===== src/rtl/bbm_pkg.sv =====
package bbm_pkg;
    localparam int NUM_EVT  = 4;
    localparam int LOW_W    = 8;
    localparam int WIDE_IDX = 3;
    localparam int CYC_BIT  = 31;

    typedef enum logic {ST_IDLE, ST_RUN} run_state_e;

    localparam logic [2:0] SEL_RD   = 3'h5;
    localparam logic [2:0] SEL_WR   = 3'h6;
    localparam logic [2:0] SEL_BOTH = 3'h7;

    localparam logic [15:0] OFS_CTRL     = 16'h0000;
    localparam logic [15:0] OFS_CNTEN    = 16'h0010;
    localparam logic [15:0] OFS_FLAG     = 16'h0050;
    localparam logic [15:0] OFS_CYC      = 16'h0100;
    localparam logic [15:0] OFS_EVT0     = 16'h0110;
    localparam logic [15:0] OFS_EVT_STEP = 16'h0010;
    localparam logic [15:0] OFS_LOW3     = 16'h0150;
    localparam logic [15:0] OFS_SEL0     = 16'h1000;
    localparam logic [15:0] OFS_SEL_STEP = 16'h0100;
endpackage


===== src/rtl/bbm_ctrl.sv =====
module bbm_ctrl
    import bbm_pkg::*;
#(
    parameter int NE = NUM_EVT
) (
    input  logic          clk,
    input  logic          rst_n,
    input  logic          ctrl_wr,
    input  logic          cnten_wr,
    input  logic [31:0]   wdata,
    output logic          running,
    output logic          cyc_go,
    output logic [NE-1:0] evt_go,
    output logic          clr_cyc,
    output logic          clr_evt,
    output logic [31:0]   cnten_rd
);
    run_state_e state_q, state_d;
    logic [NE:0] cnten_q;

    // state register
    always_ff @(posedge clk) begin
        if (!rst_n) state_q <= ST_IDLE;
        else        state_q <= state_d;
    end

    // next state
    always_comb begin
        state_d = state_q;
        unique case (state_q)
            ST_IDLE: if (ctrl_wr && wdata[0])  state_d = ST_RUN;
            ST_RUN:  if (ctrl_wr && !wdata[0]) state_d = ST_IDLE;
            default: state_d = ST_IDLE;
        endcase
    end

    // count-enable register
    always_ff @(posedge clk) begin
        if (!rst_n)        cnten_q <= '0;
        else if (cnten_wr) cnten_q <= {wdata[CYC_BIT], wdata[NE-1:0]};
    end

    // outputs
    always_comb begin
        running  = (state_q == ST_RUN);
        cyc_go   = running && cnten_q[NE];
        evt_go   = {NE{running}} & cnten_q[NE-1:0];
        clr_cyc  = ctrl_wr && wdata[1];
        clr_evt  = ctrl_wr && wdata[2];
        cnten_rd = {cnten_q[NE], {(31-NE){1'b0}}, cnten_q[NE-1:0]};
    end
endmodule


===== src/rtl/bbm_counter.sv =====
module bbm_counter #(
    parameter int W = 32
) (
    input  logic         clk,
    input  logic         rst_n,
    input  logic         clr,
    input  logic [1:0]   inc,
    output logic [W-1:0] value,
    output logic         wrap
);
    logic [W:0] sum;

    always_comb begin
        sum  = {1'b0, value} + (W+1)'(inc);
        wrap = !clr && sum[W];
    end

    always_ff @(posedge clk) begin
        if (!rst_n)          value <= '0;
        else if (clr)        value <= '0;
        else if (inc != 2'd0) value <= sum[W-1:0];
    end
endmodule


===== src/rtl/bbm_evsel.sv =====
module bbm_evsel
    import bbm_pkg::*;
(
    input  logic       clk,
    input  logic       rst_n,
    input  logic       sel_wr,
    input  logic [2:0] wcode,
    input  logic       go,
    input  logic       rd_beat,
    input  logic       wr_beat,
    output logic [2:0] code,
    output logic [1:0] inc
);
    always_ff @(posedge clk) begin
        if (!rst_n)      code <= '0;
        else if (sel_wr) code <= wcode;
    end

    // beat selection, unknown codes add nothing
    always_comb begin
        inc = 2'd0;
        if (go) begin
            case (code)
                SEL_RD:   inc = {1'b0, rd_beat};
                SEL_WR:   inc = {1'b0, wr_beat};
                SEL_BOTH: inc = {rd_beat & wr_beat, rd_beat ^ wr_beat};
                default:  inc = 2'd0;
            endcase
        end
    end
endmodule


===== src/rtl/bus_beat_monitor.sv =====
module bus_beat_monitor
    import bbm_pkg::*;
#(
    parameter int ADDR_W = 16,
    parameter int CYC_W  = 32,
    parameter int EVT_W  = 32
) (
    input  logic              clk,
    input  logic              rst_n,
    input  logic              reg_we,
    input  logic [ADDR_W-1:0] reg_addr,
    input  logic [31:0]       reg_wdata,
    output logic [31:0]       reg_rdata,
    input  logic              rd_beat,
    input  logic              wr_beat
);
    localparam int NE     = NUM_EVT;
    localparam int WIDE_W = EVT_W + LOW_W;

    logic              ctrl_wr, cnten_wr, flag_wr;
    logic              running, cyc_go, clr_cyc, clr_evt;
    logic [NE-1:0]     evt_go, evt_wrap, sel_wr;
    logic [31:0]       cnten_rd;
    logic [CYC_W-1:0]  cyc_val;
    logic              cyc_wrap;
    logic [WIDE_W-1:0] evt_ext [NE];
    logic [2:0]        code   [NE];
    logic [NE:0]       flag_q, flag_d;

    assign ctrl_wr  = reg_we && (reg_addr == ADDR_W'(OFS_CTRL));
    assign cnten_wr = reg_we && (reg_addr == ADDR_W'(OFS_CNTEN));
    assign flag_wr  = reg_we && (reg_addr == ADDR_W'(OFS_FLAG));

    bbm_ctrl #(.NE(NE)) u_ctrl (
        .clk(clk), .rst_n(rst_n), .ctrl_wr(ctrl_wr), .cnten_wr(cnten_wr),
        .wdata(reg_wdata), .running(running), .cyc_go(cyc_go),
        .evt_go(evt_go), .clr_cyc(clr_cyc), .clr_evt(clr_evt),
        .cnten_rd(cnten_rd)
    );

    // cycle counter
    bbm_counter #(.W(CYC_W)) u_cyc (
        .clk(clk), .rst_n(rst_n), .clr(clr_cyc), .inc({1'b0, cyc_go}),
        .value(cyc_val), .wrap(cyc_wrap)
    );

    for (genvar i = 0; i < NE; i++) begin : g_evt
        localparam logic [15:0] SEL_OFS = OFS_SEL0 + 16'(i) * OFS_SEL_STEP;
        logic [1:0] inc;

        assign sel_wr[i] = reg_we && (reg_addr == ADDR_W'(SEL_OFS));

        bbm_evsel u_sel (
            .clk(clk), .rst_n(rst_n), .sel_wr(sel_wr[i]),
            .wcode(reg_wdata[2:0]), .go(evt_go[i]),
            .rd_beat(rd_beat), .wr_beat(wr_beat),
            .code(code[i]), .inc(inc)
        );

        if (i == WIDE_IDX) begin : g_wide
            // widened counter
            bbm_counter #(.W(WIDE_W)) u_cnt (
                .clk(clk), .rst_n(rst_n), .clr(clr_evt), .inc(inc),
                .value(evt_ext[i]), .wrap(evt_wrap[i])
            );
        end else begin : g_std
            logic [EVT_W-1:0] val;
            bbm_counter #(.W(EVT_W)) u_cnt (
                .clk(clk), .rst_n(rst_n), .clr(clr_evt), .inc(inc),
                .value(val), .wrap(evt_wrap[i])
            );
            assign evt_ext[i] = WIDE_W'(val);
        end
    end

    // overflow flags; order is write-1-clear, then set, then counter clear
    always_comb begin
        flag_d = flag_q;
        if (flag_wr) begin
            flag_d[NE-1:0] = flag_d[NE-1:0] & ~reg_wdata[NE-1:0];
            flag_d[NE]     = flag_d[NE] & ~reg_wdata[CYC_BIT];
        end
        flag_d = flag_d | {cyc_wrap, evt_wrap};
        if (clr_cyc) flag_d[NE] = 1'b0;
        if (clr_evt) flag_d[NE-1:0] = '0;
    end

    always_ff @(posedge clk) begin
        if (!rst_n) flag_q <= '0;
        else        flag_q <= flag_d;
    end

    // read mux (R10: unmapped returns 0)
    always_comb begin
        reg_rdata = '0;
        if (reg_addr == ADDR_W'(OFS_CTRL))  reg_rdata = {31'd0, running};
        if (reg_addr == ADDR_W'(OFS_CNTEN)) reg_rdata = cnten_rd;
        if (reg_addr == ADDR_W'(OFS_FLAG))
            reg_rdata = {flag_q[NE], {(31-NE){1'b0}}, flag_q[NE-1:0]};
        if (reg_addr == ADDR_W'(OFS_CYC))   reg_rdata = 32'(cyc_val);
        for (int i = 0; i < NE; i++) begin
            if (reg_addr == ADDR_W'(OFS_EVT0 + 16'(i) * OFS_EVT_STEP))
                reg_rdata = (i == WIDE_IDX) ? 32'(evt_ext[i] >> LOW_W)
                                            : 32'(evt_ext[i]);
            if (reg_addr == ADDR_W'(OFS_SEL0 + 16'(i) * OFS_SEL_STEP))
                reg_rdata = {29'd0, code[i]};
        end
        if (reg_addr == ADDR_W'(OFS_LOW3))
            reg_rdata = 32'(evt_ext[WIDE_IDX][LOW_W-1:0]);
    end
endmodule


===== config.mk =====
export PLATFORM = sky130hd
export DESIGN_NAME = bus_beat_monitor
export DESIGN_NICKNAME = d
export VERILOG_FILES = /design/src/rtl/bbm_pkg.sv /design/src/rtl/bbm_ctrl.sv /design/src/rtl/bbm_counter.sv /design/src/rtl/bbm_evsel.sv /design/src/rtl/bus_beat_monitor.sv
export SDC_FILE = /design/constraint.sdc
export NUM_CORES = 1
export LEC_CHECK = 0
export BUFFER_PORTS_ARGS = -buffer_cell sky130_fd_sc_hd__clkbuf_2
export CAP_MARGIN = 20
export CORE_AREA = 2 2 187 208
export CTS_BUF_LIST = sky130_fd_sc_hd__clkbuf_8
export CTS_CLUSTER_SIZE = 10
export DETAILED_ROUTE_END_ITERATION = 16
export DIE_AREA = 0 0 189 210
export REMOVE_ABC_BUFFERS = 1
export SYNTH_ARGS = -nofsm -noshare
export SYNTH_HDL_FRONTEND = slang
export SYNTH_SLANG_ARGS = --single-unit

===== constraint.sdc =====
create_clock -name clk -period 3.2 [get_ports clk]
set_input_delay 0.8 -clock clk [delete_from_list [all_inputs] [get_ports clk]]
set_output_delay 0.8 -clock clk [all_outputs]
set_load 0.03 [all_outputs]

Word-level counts from Yosys, hierarchy flattened
Cells that the tools add are included.

cells by class
  divide/modulo/power cells = 0
  bitwise gates (word level) = 10
  shift-type cells = 0
  add/subtract/negate cells = 5
  muxes and demuxes = 25
  magnitude comparators = 0
  reductions and logical operators = 27
  multiply operators = 0
  eq/ne operators = 24

operators with widths
  operator                                               number
  two-way mux 32 bit                                     12
  adder 32 x 2 -> 33 bit                                 3
  equality test 16 x 9 -> 1 bit, second input constant   6
  equality test 16 x 13 -> 1 bit, second input constant  4
  adder 40 x 2 -> 41 bit                                 1
  equality test 3 bit, second input constant             12
  adder 32 x 1 -> 33 bit                                 1
  one-hot mux 2 bit (3 select lines)                     4
  logical AND 1 bit                                      17
  equality test 16 x 5 -> 1 bit, second input constant   1
  equality test 16 x 7 -> 1 bit, second input constant   1
  zero test 16 bit                                       1
  bitwise AND 4 bit                                      2
  two-way mux 2 bit                                      4
  nonzero test 2 bit                                     4
  two-way mux 5 bit                                      1
  bitwise OR 5 bit                                       1
  inverter 4 bit                                         1
  OR reduction 2 bit                                     2
  zero test 1 bit                                        3
  two-way mux 1 bit                                      3
  inverter 1 bit                                         3
  bitwise AND 1 bit                                      2
  one-hot mux 1 bit (2 select lines)                     1
  XOR 1 bit                                              1

storage, ports and cells
  memory bits (writable) = 0
  latch bits = 0
  bits of input ports = 53
  memories kept = 0
  word-level logic and storage cells = 104
  output and inout port bits = 32
  bits in read-only memories = 0
  register bits after elaboration = 191

Longest topological paths before layout
Gate-level depths: netlist of run 1.

  word-level depth = 14
  depth in mapped cells = 12
  gate-level depth less buffers = 11

Modules after synthesis
A second synthesis of run 1 with hierarchy kept.

unflattened totals
  cell total of the unflattened synthesis = 1407
  area total of the unflattened synthesis = 11823.8 sq um

modules (own cells, without submodules)
  module                                   times used  area an instance (sq um)  cells each  seq. area each (sq um)
  bbm_counter at g_evt[1].g_std.u_cnt ...  3           1662.8                    194         640.6
  bbm_counter at g_evt[3].g_wide.u_cnt     1           2084.5                    244         800.8
  bus_beat_monitor                         1           1944.4                    270         100.1
  bbm_counter at g_evt[0].g_std.u_cnt      1           1681.6                    193         640.6
  bbm_evsel                                4           161.4                     16          60.1
  bbm_ctrl                                 1           479.2                     54          120.1

Least setup slack after synthesis of run 1
No wires, ideal clock.

  path type = input to output
  start point = input reg_addr[1]
  end point = output reg_rdata[1]
  stages = 6
  path buffers = 1
  required time = 2400 ps
  path slack = -604 ps
  arrival time = 3004 ps
  path through = or4_1 > buf_2 > nor4_4 > nand3b_1 > o221a_1 > a221oi_1

on the way
  cells in the longest elaborated chain, start to end = 13
  elaborated cells between the ends (all ways) = 24
  classes of those cells = 12 x eq/ne; 12 x mux

RTL lines
  item                           RTL line                 RTL
  start, declared                bus_beat_monitor.sv:11   input logic [ADDR_W-1:0] reg_addr,
  equality test 16 x 5 -> 1 bit  bus_beat_monitor.sv:97   if (reg_addr == ADDR_W'(OFS_CNTEN)) reg_rdata = cnten_rd;
  two-way mux 32 bit             bus_beat_monitor.sv:97
  two-way mux 32 bit             bus_beat_monitor.sv:98   if (reg_addr == ADDR_W'(OFS_FLAG))
  two-way mux 32 bit             bus_beat_monitor.sv:100  if (reg_addr == ADDR_W'(OFS_CYC)) reg_rdata = 32'(cyc_val);
  two-way mux 32 bit             bus_beat_monitor.sv:102  if (reg_addr == ADDR_W'(OFS_EVT0 + 16'(i) * OFS_EVT_STEP))
  two-way mux 32 bit             bus_beat_monitor.sv:105  if (reg_addr == ADDR_W'(OFS_SEL0 + 16'(i) * OFS_SEL_STEP))
  two-way mux 32 bit             bus_beat_monitor.sv:102
  two-way mux 32 bit             bus_beat_monitor.sv:105
  two-way mux 32 bit             bus_beat_monitor.sv:102
  two-way mux 32 bit             bus_beat_monitor.sv:105
  two-way mux 32 bit             bus_beat_monitor.sv:102
  two-way mux 32 bit             bus_beat_monitor.sv:105
  two-way mux 32 bit (*)         bus_beat_monitor.sv:108  if (reg_addr == ADDR_W'(OFS_LOW3))
  end, declared                  bus_beat_monitor.sv:13   output logic [31:0] reg_rdata,

Mark *: on every way between the ends. The rest lies on a longest branch, timed or not.

Final worst setup path of run 1
  start point = input reg_addr[2]
  end point = output reg_rdata[0]

on the way
  cells in the longest elaborated chain, start to end = 14
  elaborated cells between the ends (all ways) = 26
  classes of those cells = 12 x eq/ne; 13 x mux; 1 x reduce/logical

RTL lines
  item                    RTL line                 RTL
  zero test 16 bit        bus_beat_monitor.sv:96   if (reg_addr == ADDR_W'(OFS_CTRL)) reg_rdata = {31'd0, running};
  two-way mux 1 bit       bus_beat_monitor.sv:96
  two-way mux 32 bit      bus_beat_monitor.sv:97
  two-way mux 32 bit      bus_beat_monitor.sv:98
  two-way mux 32 bit      bus_beat_monitor.sv:100
  two-way mux 32 bit      bus_beat_monitor.sv:102
  two-way mux 32 bit      bus_beat_monitor.sv:105
  two-way mux 32 bit      bus_beat_monitor.sv:102
  two-way mux 32 bit      bus_beat_monitor.sv:105
  two-way mux 32 bit      bus_beat_monitor.sv:102
  two-way mux 32 bit      bus_beat_monitor.sv:105
  two-way mux 32 bit      bus_beat_monitor.sv:102
  two-way mux 32 bit      bus_beat_monitor.sv:105
  two-way mux 32 bit (*)  bus_beat_monitor.sv:108

Marks and branches as above.

==> reports/results.ini, run 1 <==
[clock_tree]
cts-root-buf = clkbuf_8
hold_buffers = 0
path_clk_slew_ns = 0.09
cts_max_level = 4
worst_skew_pair.late_latency_ns = 0.49
cts_tree = built
clock-sinks = 191
cts_max_path_buffers = 2
cts_buffers = 17

[timing]
rsz0062_at_grt = true
finalMaxSlewViolations = 0
clock-skew-final_ns = 0.0206
slew_headroom = 0.575
period_share = 1.15
max_freq_mhz = 272
hold_viol_final = 0
worst_slew_pin_slew_ns = 0.631
setup_viol = 32
fin_ws_ns = -0.482
period_needed_ns = 3.68
tns_ns = -14.07
timing.hold.ws_ns = 0.480

[global_route]
grt_first_pass_wirelength_um = 56200
antenna_found_initial = 1
grt_usage = 0.175
grt_pass1_vias = 10500
grt_max_degree = 68
grt_overflow_total = 0

[synth]
ys_ff_latch = 191
synth.distinct_cells = 73
synth_edf_count = 0
synth_compound_area_frac = 0.225
ys_seq_area_frac = 0.343
synthArstFlopShare = 0
syn_avg_cell_area_um2 = 8.15
synth-xor-area-share = 0.0173
synth_adder_area_share = 0.0195
synthSimpleGateAreaFrac = 0.303
synthCells = 1368
synthMuxAreaShare = 0.0384
synth-main-ff-cell = dfxtp_1
synth_warnings = 0
netlist_area_mm2 = 0.0111
synth_top_family_by_area = simple AND/OR/NAND/NOR gates

[placement]
gp_congestion = 0.918
dpl_cell_area_mm2 = 0.0129
post-dp-hpwl_um = 26300
numPortBuffers = 57

[setup_path]
worstPathCellList = buf_6, or4_4, nor4_4, buf_4, a32oi_1, a222oi_1, o221a_1, clkbuf_8
ff2ff_path_depth = 11
worstPathMaxFanout = 3
cp_slowest_cell = or4_4
cp.buffers_inverters = 3
max_stage_delay_ns = 0.58
worst-endpoint-arrival_ns = 2.88
critPathKind = input port to output pin
start_kind = input port
critical_path_required_ns = 2.40
crit_family = simple AND/OR/NAND/NOR gates
cp_num_cells = 8
worst_setup_path_end_kind = output pin

[run]
cap_violations = 0

[route]
drt_iter0_markers = 1043
drtAntennaViolNets = 0
wl_per_cell_um = 17.7
drt_wl_total_um = 35500
vias = 11400
drc = 0
routed_via_density = 5.69
drtPass1Iterations = 6

[power_and_ir_drop]
power.density_mw_per_mm2 = 306
p_leak_nw = 4.69
power_mw = 4.23
vdd_ir_drop_max_mv = 0.222

[layout]
finish.utilization = 0.368
final_cell_area_mm2 = 0.0138
layout-drive-gt1-share = 0.197
area_growth_pct = 24.1
final_nets = 1559

[die]
die_h_um = 210
start_util = 0.296
core_area_mm2 = 0.0376
fp.dieW_um = 189
rows = 75
die_area_mm2 = 0.0397
io_pins = 85

[worst_hold_path]
min_path_cells = 2
hold_class = flop to flop

[outcome]
failed_checks = setup timing
outcome = finished, violations left

[sequential cells by signal (all words and copies together), names as in the netlist, named ones only]
name	cells
g_evt.g_std.u_cnt.value	96
u_ctrl.cnten_q	5
g_evt.u_sel.code	12
g_evt.g_wide.u_cnt.value	40
u_cyc.value	32
flag_q	5
[area by class of cell]
class / count / area, µm²
antenna: 1 / 2.50
clock buffer: 18 / 248
clock inverter: 13 / 154
fill: 3821 / 23800
inverter: 37 / 139
multi-input combinational: 1044 / 6880
sequential: 191 / 3820
tap: 500 / 626
timing repair buffer: 200 / 1970
[final timing paths]
check / start / to / slack, ns
setup / recovery: reg_addr[2] / reg_rdata[0] / -0.48
hold / removal: flag_q[4] / flag_q[4] / 0.48
setup reg to reg: g_evt[3].u_sel.code[1] / g_evt[3].g_wide.u_cnt.value[30] / 0.34
hold reg to reg: flag_q[4] / flag_q[4] / 0.48
[synth_stat cells (4+ instances only)]
library cell | instances | area [µm²]
a222oi_1 | 25 | 250
nand3_1 | 74 | 370
and3_1 | 38 | 238
dfxtp_1 | 191 | 3820
xor2_1 | 20 | 175
a21oi_2 | 4 | 35.0
or2_2 | 5 | 31.3
a21oi_1 | 139 | 696
o22ai_1 | 4 | 25.0
nand2b_1 | 9 | 56.3
clkbuf_1 | 56 | 210
mux2_2 | 6 | 67.6
nand4_1 | 68 | 425
a22oi_1 | 40 | 300
nor4_1 | 11 | 68.8
mux2i_1 | 36 | 360
nor3_1 | 6 | 30.0
or4_1 | 92 | 691
or4_4 | 5 | 56.3
o21a_1 | 4 | 30.0
o21ai_0 | 41 | 205
buf_2 | 22 | 110
and2_1 | 16 | 100
nand2_1 | 119 | 447
inv_1 | 36 | 135
fa_1 | 4 | 80.1
buf_4 | 13 | 97.6
nor2_1 | 70 | 263
o31ai_1 | 94 | 706
or3_1 | 32 | 200
ha_1 | 11 | 138
and4_1 | 13 | 114
[placed cells by master, fill, tap and decap left out, types with 20 or more instances in the layout]
cell / instances
dfxtp_1: 191
a21oi_1: 138
buf_4: 120
nand2_1: 119
o31ai_1: 94
or4_1: 91
nor2_1: 70
nand3_1: 68
nand4_1: 68
o21ai_0: 41
inv_1: 37
mux2i_1: 36
and3_1: 36
a22oi_1: 34
or3_1: 32
buf_8: 28
a222oi_1: 25
clkbuf_2: 24
xor2_1: 20
clkbuf_8: 20
[metrics by stage]
step / instances / worst slack (ns)
floorplan: 1272 / -1.63
global placement: 1964 / -0.621
detailed placement: 1964 / -0.641
CTS: 1997 / -0.432
global route: 2004 / -0.549
finish: 2004 / -0.482
[layer usage]
| layer | vias up | GRT usage | wire (µm) |
|---|---|---|---|
| li1 | 5544 | - | - |
| met1 | 5503 | 0.227 | 15400 |
| met2 | 291 | 0.296 | 17600 |
| met3 | 65 | 0.0215 | 1440 |
| met4 | 0 | 0.0725 | 1130 |
| met5 | - | 0 | 0 |
[tightest hold or removal path, delay by kind of cell (launching register included)]
family	cells	cell delay (ns)
flops	1	0.32
compound gates	2	0.13
[cells by family after synthesis]
| logic type | count (synthesis) |
|---|---|
| compound gates | 381 |
| xor+xnor | 22 |
| fa+ha+maj | 15 |
| buf+inv | 133 |
| flops | 191 |
| mux | 42 |
| simple gates | 584 |
[power breakdown]
| part | leakage, nW | total (mW) | switching [mW] | internal (mW) |
|---|---|---|---|---|
| Combinational | 2.96 | 0.175 | 0.102 | 0.0734 |
| Sequential | 1.54 | 2.38 | 0.00000269 | 2.38 |
| Clock | 0.202 | 1.68 | 0.951 | 0.731 |
| Total | 4.69 | 4.23 | 1.05 | 3.18 |
[what timing repair did]
item / CTS / global route
buffers inserted: 2 / 3
resized for setup: 78 / 48
cloned: 0 / 3
endpoints found under the setup margin: 32 / 41
pin swaps: 12 / 32
Note: power is estimated with default switching activity, not from simulation.
==> run 2, diff against run 1 <==
--- a/config.mk
+++ b/config.mk
@@ -7,11 +7,14 @@
 export LEC_CHECK = 0
 export BUFFER_PORTS_ARGS = -buffer_cell sky130_fd_sc_hd__clkbuf_2
 export CAP_MARGIN = 20
+export CELL_PAD_IN_SITES_DETAIL_PLACEMENT = 1
+export CELL_PAD_IN_SITES_GLOBAL_PLACEMENT = 2
 export CORE_AREA = 2 2 187 208
 export CTS_BUF_LIST = sky130_fd_sc_hd__clkbuf_8
 export CTS_CLUSTER_SIZE = 10
 export DETAILED_ROUTE_END_ITERATION = 16
 export DIE_AREA = 0 0 189 210
+export PLACE_DENSITY_LB_ADDON = 0.1
 export REMOVE_ABC_BUFFERS = 1
 export SYNTH_ARGS = -nofsm -noshare
 export SYNTH_HDL_FRONTEND = slang
==> run 2 against run 1 <==
Net effect: the flow still finishes with violations (setup timing); critical endpoint is now reg_rdata[28]; via count is 0.18% lower; routed wire length is 17% higher; cell count is 0.30% lower; worst hold slack better by 0.0043 ns; sequential power hardly changed; final area is 0.47% lower; non-clock buffer count is 4 lower; utilization is 0.17 points lower; combinational power hardly changed; die area stayed put; sequential share of layout area is 0.13 points higher.
==> reports/results.ini, run 2 (synthesis results as in run 1) <==
[setup_path]
rr_endpoint = g_evt[0].g_std.u_cnt.value[28]
crit_path_start = reg_addr[2]
worst_setup_path_end_kind = output pin
worst-endpoint-arrival_ns = 2.92  ; +0.04 ns
critPathKind = input port to output pin
critical_path_required_ns = 2.40  ; about the same
start_kind = input port
r2r_slack_ns = 0.31  ; -0.03 ns
ff2ff_path_depth = 9  ; -2
endpoint = reg_rdata[28]
worstPathMaxFanout = 7  ; +4

[timing]
hold_viol_final = 0  ; unchanged
period_needed_ns = 3.72  ; +0.0352 ns
clock-skew-final_ns = 0.0191  ; -0.00151 ns
timing.hold.ws_ns = 0.485  ; +0.00433 ns
worst_slew_pin_slew_ns = 0.758  ; +0.127 ns
slew_headroom = 0.494  ; -0.0801
period_share = 1.16  ; +0.0110
rsz0062_at_grt = true
setup_viol = 32  ; unchanged
finalMaxSlewViolations = 0  ; unchanged
max_freq_mhz = 269  ; -0.95%
fin_ws_ns = -0.517  ; -0.0352 ns

[route]
drc = 0  ; unchanged
drtPass1Iterations = 9  ; +3
vias = 11400  ; -0.18%
drtAntennaViolNets = 0  ; unchanged
routed_via_density = 5.70  ; +0.12%
drt_wl_total_um = 41700  ; +17%
drt_iter0_markers = 680  ; -35%
wl_per_cell_um = 20.9  ; +18%

[placement]
gp_congestion = 0.799  ; -13%
post-dp-hpwl_um = 31300  ; +19%
dpl_cell_area_mm2 = 0.0128  ; -0.43%
numPortBuffers = 57  ; unchanged
place_ws_ns = -0.628  ; +0.0127 ns

[layout]
area_growth_pct = 23.5
largest_register_ffs = 96  ; unchanged
antenna_cells = 0  ; -1
layout_commonest_cell = dfxtp_1
final_nets = 1555  ; -0.26%
reg_top3 = g_evt.g_std.u_cnt.value: 96 flops, g_evt.g_wide.u_cnt.value: 40 flops, u_cyc.value: 32 flops
layout-drive-gt1-share = 0.212  ; +0.0147
regMostFlops = g_evt.g_std.u_cnt.value
final_cell_mix = dfxtp_1, a21oi_1, buf_4, nand2_1, o31ai_1
final_cell_area_mm2 = 0.0138  ; -0.47%

[worst_hold_path]
hold_class = flop to flop

[clock_tree]
clock-sinks = 191  ; unchanged
cts_max_path_buffers = 2  ; unchanged
cts-root-buf = clkbuf_8
cts_buffers = 17  ; unchanged
worst_skew_pair.late_latency_ns = 0.51  ; +0.02 ns
cts_tree = built
path_clk_slew_ns = 0.08  ; about the same
cts_max_level = 4  ; unchanged

[die]
fp.dieW_um = 189  ; unchanged
core_area_mm2 = 0.0376  ; unchanged
rows = 75  ; unchanged
die_h_um = 210  ; unchanged
die_area_mm2 = 0.0397  ; unchanged
io_pins = 85  ; unchanged
start_util = 0.296  ; unchanged

[power_and_ir_drop]
power.density_mw_per_mm2 = 298  ; -2.7%
power_mw = 4.10  ; -3.1%
vdd_ir_drop_max_mv = 0.242  ; +8.9%
p_leak_nw = 4.62  ; -1.5%

[global_route]
grt_first_pass_wirelength_um = 65600  ; +17%
grt_overflow_total = 0  ; unchanged
antenna_found_initial = 0  ; -1
grt_max_degree = 68  ; unchanged
grt_pass1_vias = 11400  ; +7.9%
grt_usage = 0.211  ; +0.0355

[outcome]
failed_checks = setup timing
outcome = finished, violations left

[run]
cap_violations = 0  ; unchanged

==> run 2: worst min path at each step <==
stage	start	end	slack [ns]	depth (start not counted)
after global routing	u_cyc.value[0]	u_cyc.value[0]	0.52	2
after floorplan	flag_q[4]	flag_q[4]	0.45	2
after detailed placement	flag_q[3]	flag_q[3]	0.47	2
after global placement	g_evt[0].g_std.u_cnt.value[0]	g_evt[0].g_std.u_cnt.value[0]	0.46	2
final	flag_q[3]	flag_q[3]	0.48	2
after CTS	flag_q[2]	flag_q[2]	0.49	2
==> run 2: cell type report <==
cell class              instances  area, µm²
flip-flops and latches        191       3820
inverters                      37        139
multi-input cells            1044       7010
repair buffers                196       1830
clock buffers                  19        262
well taps                     500        626
fillers                      4431      23900
clock inverters                11       80.1
==> run 2: through the flow <==
step	instances	TNS (ns)	util
floorplan	1272	-222.88	-
global route	1998	-15.77	0.366
global placement	1960	-28.96	0.341
CTS	1991	-11.93	0.354
detailed placement	1960	-31.17	0.341
finish	1998	-14.01	0.366
==> run 2: repair_timing <==
action                                  4_1_cts  5_1_grt
gates resized for setup                      36      134
hold buffers                                  0        0
endpoints found under the setup margin       32       35
pin swaps                                    25       18
setup buffers                                 1        4
cloned                                        0        3
==> run 2: where the power goes <==
| part | internal (mW) | switching (mW) | total (mW) |
|---|---|---|---|
| Sequential | 2.37 | 0.00000253 | 2.37 |
| Combinational | 0.0672 | 0.106 | 0.173 |
| Clock | 0.632 | 0.919 | 1.55 |
| Total | 3.07 | 1.02 | 4.10 |
==> run 2: per-layer routing <==
metal / track usage / wire length [µm] / part of all wire
met4: 0.0612 / 752 / 0.018
met3: 0.0225 / 911 / 0.022
met1: 0.292 / 20400 / 0.49
met5: 0 / 0 / 0
met2: 0.346 / 19600 / 0.47
==> run 2: critical path: stages <==
cell,delay [ns]
clkbuf_2,0.08
or4_4,0.57
nor4_4,0.31
buf_4,0.16
and3b_2,0.32
buf_12,0.17
buf_12,0.12
a22oi_1,0.09
nand2_1,0.08
buf_2,0.20
==> run 3, diff against run 2 <==
--- a/config.mk
+++ b/config.mk
@@ -10,7 +10,7 @@
 export CELL_PAD_IN_SITES_DETAIL_PLACEMENT = 1
 export CELL_PAD_IN_SITES_GLOBAL_PLACEMENT = 2
 export CORE_AREA = 2 2 187 208
-export CTS_BUF_LIST = sky130_fd_sc_hd__clkbuf_8
+export CTS_BUF_LIST = sky130_fd_sc_hd__clkbuf_4 sky130_fd_sc_hd__clkbuf_8 sky130_fd_sc_hd__clkbuf_16
 export CTS_CLUSTER_SIZE = 10
 export DETAILED_ROUTE_END_ITERATION = 16
 export DIE_AREA = 0 0 189 210
==> run 3 against run 2 <==
Net effect: the flow still finishes with violations (setup timing); clock-buffer cell count up 5; routed wire length up 0.25%; utilization up 0.59 points; final area up 1.6%; total power up 14%; worst hold slack worse by 0.0040 ns; critical path depth down 1; largest power group unchanged.
==> reports/results.ini, run 3 (synthesis results as in run 1) <==
[outcome]
outcome = finished, violations left
failed_checks = setup timing

[die]
io_pins = 85  ; unchanged
fp.dieW_um = 189  ; unchanged
die_h_um = 210  ; unchanged
start_util = 0.296  ; unchanged
die_area_mm2 = 0.0397  ; unchanged
rows = 75  ; unchanged
core_area_mm2 = 0.0376  ; unchanged

[timing]
hold_viol_final = 0  ; unchanged
setup_viol = 32  ; unchanged
worst_slew_pin_slew_ns = 0.778  ; +0.0200 ns
timing.hold.ws_ns = 0.481  ; -0.00399 ns
slew_headroom = 0.481  ; -0.0133
period_needed_ns = 3.73  ; +0.0103 ns
clock-skew-final_ns = 0.0106  ; -0.00843 ns
max_freq_mhz = 268  ; -0.28%
finalMaxSlewViolations = 0  ; unchanged
rsz0062_at_grt = true
period_share = 1.16  ; +0.00323
fin_ws_ns = -0.527  ; -0.0103 ns

[layout]
layout_commonest_cell = dfxtp_1
antenna_cells = 0  ; unchanged
final_nets = 1555  ; unchanged
area_growth_pct = 25.5
largest_register_ffs = 96  ; unchanged
final_cell_mix = dfxtp_1, a21oi_1, buf_4, nand2_1, o31ai_1
reg_top3 = g_evt.g_std.u_cnt.value: 96 flops, g_evt.g_wide.u_cnt.value: 40 flops, u_cyc.value: 32 flops
regMostFlops = g_evt.g_std.u_cnt.value
layout-drive-gt1-share = 0.216  ; +0.00467

[route]
drtPass1Iterations = 7  ; -2
drc = 0  ; unchanged
wl_per_cell_um = 20.9  ; +0.25%
drt_wl_total_um = 41800  ; +0.25%
drt_iter0_markers = 748  ; +10%
drtAntennaViolNets = 0  ; unchanged
vias = 11400  ; +0.079%
routed_via_density = 5.70  ; about the same

[setup_path]
worstPathMaxFanout = 4  ; -3
ff2ff_path_depth = 8  ; -1
critPathKind = input port to output pin
critical_path_required_ns = 2.40  ; about the same
start_kind = input port
worst_setup_path_end_kind = output pin
rr_endpoint = g_evt[3].g_wide.u_cnt.value[30]
worst-endpoint-arrival_ns = 2.93  ; about the same
r2r_slack_ns = 0.41  ; +0.10 ns

[power_and_ir_drop]
vdd_ir_drop_max_mv = 0.374  ; +54%
power_mw = 4.68  ; +14%
p_leak_nw = 4.72  ; +2.0%
power.density_mw_per_mm2 = 334  ; +12%

[clock_tree]
cts_buffers = 17  ; unchanged
cts_max_path_buffers = 2  ; unchanged
cts_max_level = 4  ; unchanged
cts-root-buf = clkbuf_16
clock-sinks = 191  ; unchanged
cts_tree = built
worst_skew_pair.late_latency_ns = 0.46  ; -0.05 ns
path_clk_slew_ns = 0.07  ; about the same

[global_route]
grt_pass1_vias = 11400  ; +0.38%
grt_overflow_total = 0  ; unchanged
grt_max_degree = 68  ; unchanged
grt_first_pass_wirelength_um = 65700  ; +0.20%
antenna_found_initial = 0  ; unchanged
grt_usage = 0.212  ; +0.000620

[placement]
numPortBuffers = 57  ; unchanged
gp_congestion = 0.799  ; unchanged
post-dp-hpwl_um = 31300  ; unchanged

[worst_hold_path]
hold_path.startpoint = flag_q[2]
min_to = flag_q[2]
hold_class = flop to flop
min_path_cells = 2  ; unchanged

[run]
cap_violations = 0  ; unchanged

## run 3: report_power, final
part	switching, mW	total [mW]	internal (mW)
registers	0.00000253	2.37	2.37
clock network	0.983	2.13	1.15
logic	0.106	0.173	0.0672
total	1.09	4.68	3.59
## run 3: final cells by class
type / count / area [µm²]
Clock buffer: 24 / 490
Clock inverter: 6 / 61.3
Fill cell: 4407 / 23600
Inverter: 37 / 139
Multi-Input combinational cell: 1044 / 7020
Sequential cell: 191 / 3820
Tap cell: 500 / 626
Timing Repair Buffer: 196 / 1830
## run 3: per-layer routing
| metal | vias to the layer above | part of all wire | wire, µm | track usage |
|---|---|---|---|---|
| li1 | 5521 | - | - | - |
| met1 | 5718 | 0.49 | 20300 | 0.293 |
| met2 | 118 | 0.47 | 19700 | 0.347 |
| met3 | 35 | 0.024 | 995 | 0.0220 |
| met4 | 0 | 0.019 | 793 | 0.0620 |
| met5 | - | 0 | 0 | 0 |
## run 3: what timing repair did
item / 4_1_cts / 5_1_grt
buffers inserted: 1 / 4
hold buffers: 0 / 0
pin swaps: 25 / 18
endpoints found under the hold margin: 0 / 0
gates resized for setup: 36 / 137
setup endpoints to repair: 32 / 52
gates cloned: 0 / 3
## run 3: worst max-delay path, cell delays in order
cell	delay, ns
clkbuf_2	0.08
or4_4	0.57
nor4_4	0.32
buf_4	0.16
and3b_2	0.32
buf_4	0.15
a222oi_1	0.11
o221a_1	0.25
clkbuf_8	0.16
## run 3: how the worst max path moves through the flow
stage / end / slack, ns / cells past startpoint / startpoint
final: reg_rdata[0] / -0.53 / 9 / reg_addr[2]
after global routing: reg_rdata[0] / -0.59 / 9 / reg_addr[2]
after CTS: reg_rdata[2] / -0.48 / 8 / reg_addr[2]
after detailed placement: reg_rdata[1] / -0.63 / 8 / reg_addr[1]
after global placement: reg_rdata[0] / -0.63 / 8 / reg_addr[1]
after floorplan: g_evt[1].g_std.u_cnt.value[0] / -1.63 / 5 / reg_addr[1]
## run 3: stage by stage
stage	utilization	setup TNS, ns	area, µm²	worst slack [ns]	cells
2_1_floorplan	-	-222.88	10700	-1.63	1272
3_3_place_gp	0.341	-28.96	12800	-0.632	1960
3_5_place_dp	0.341	-31.17	12800	-0.628	1960
4_1_cts	0.360	-11.93	13500	-0.475	1991
5_1_grt	0.372	-15.76	14000	-0.585	1998
6_report	0.372	-14.10	14000	-0.527	1998
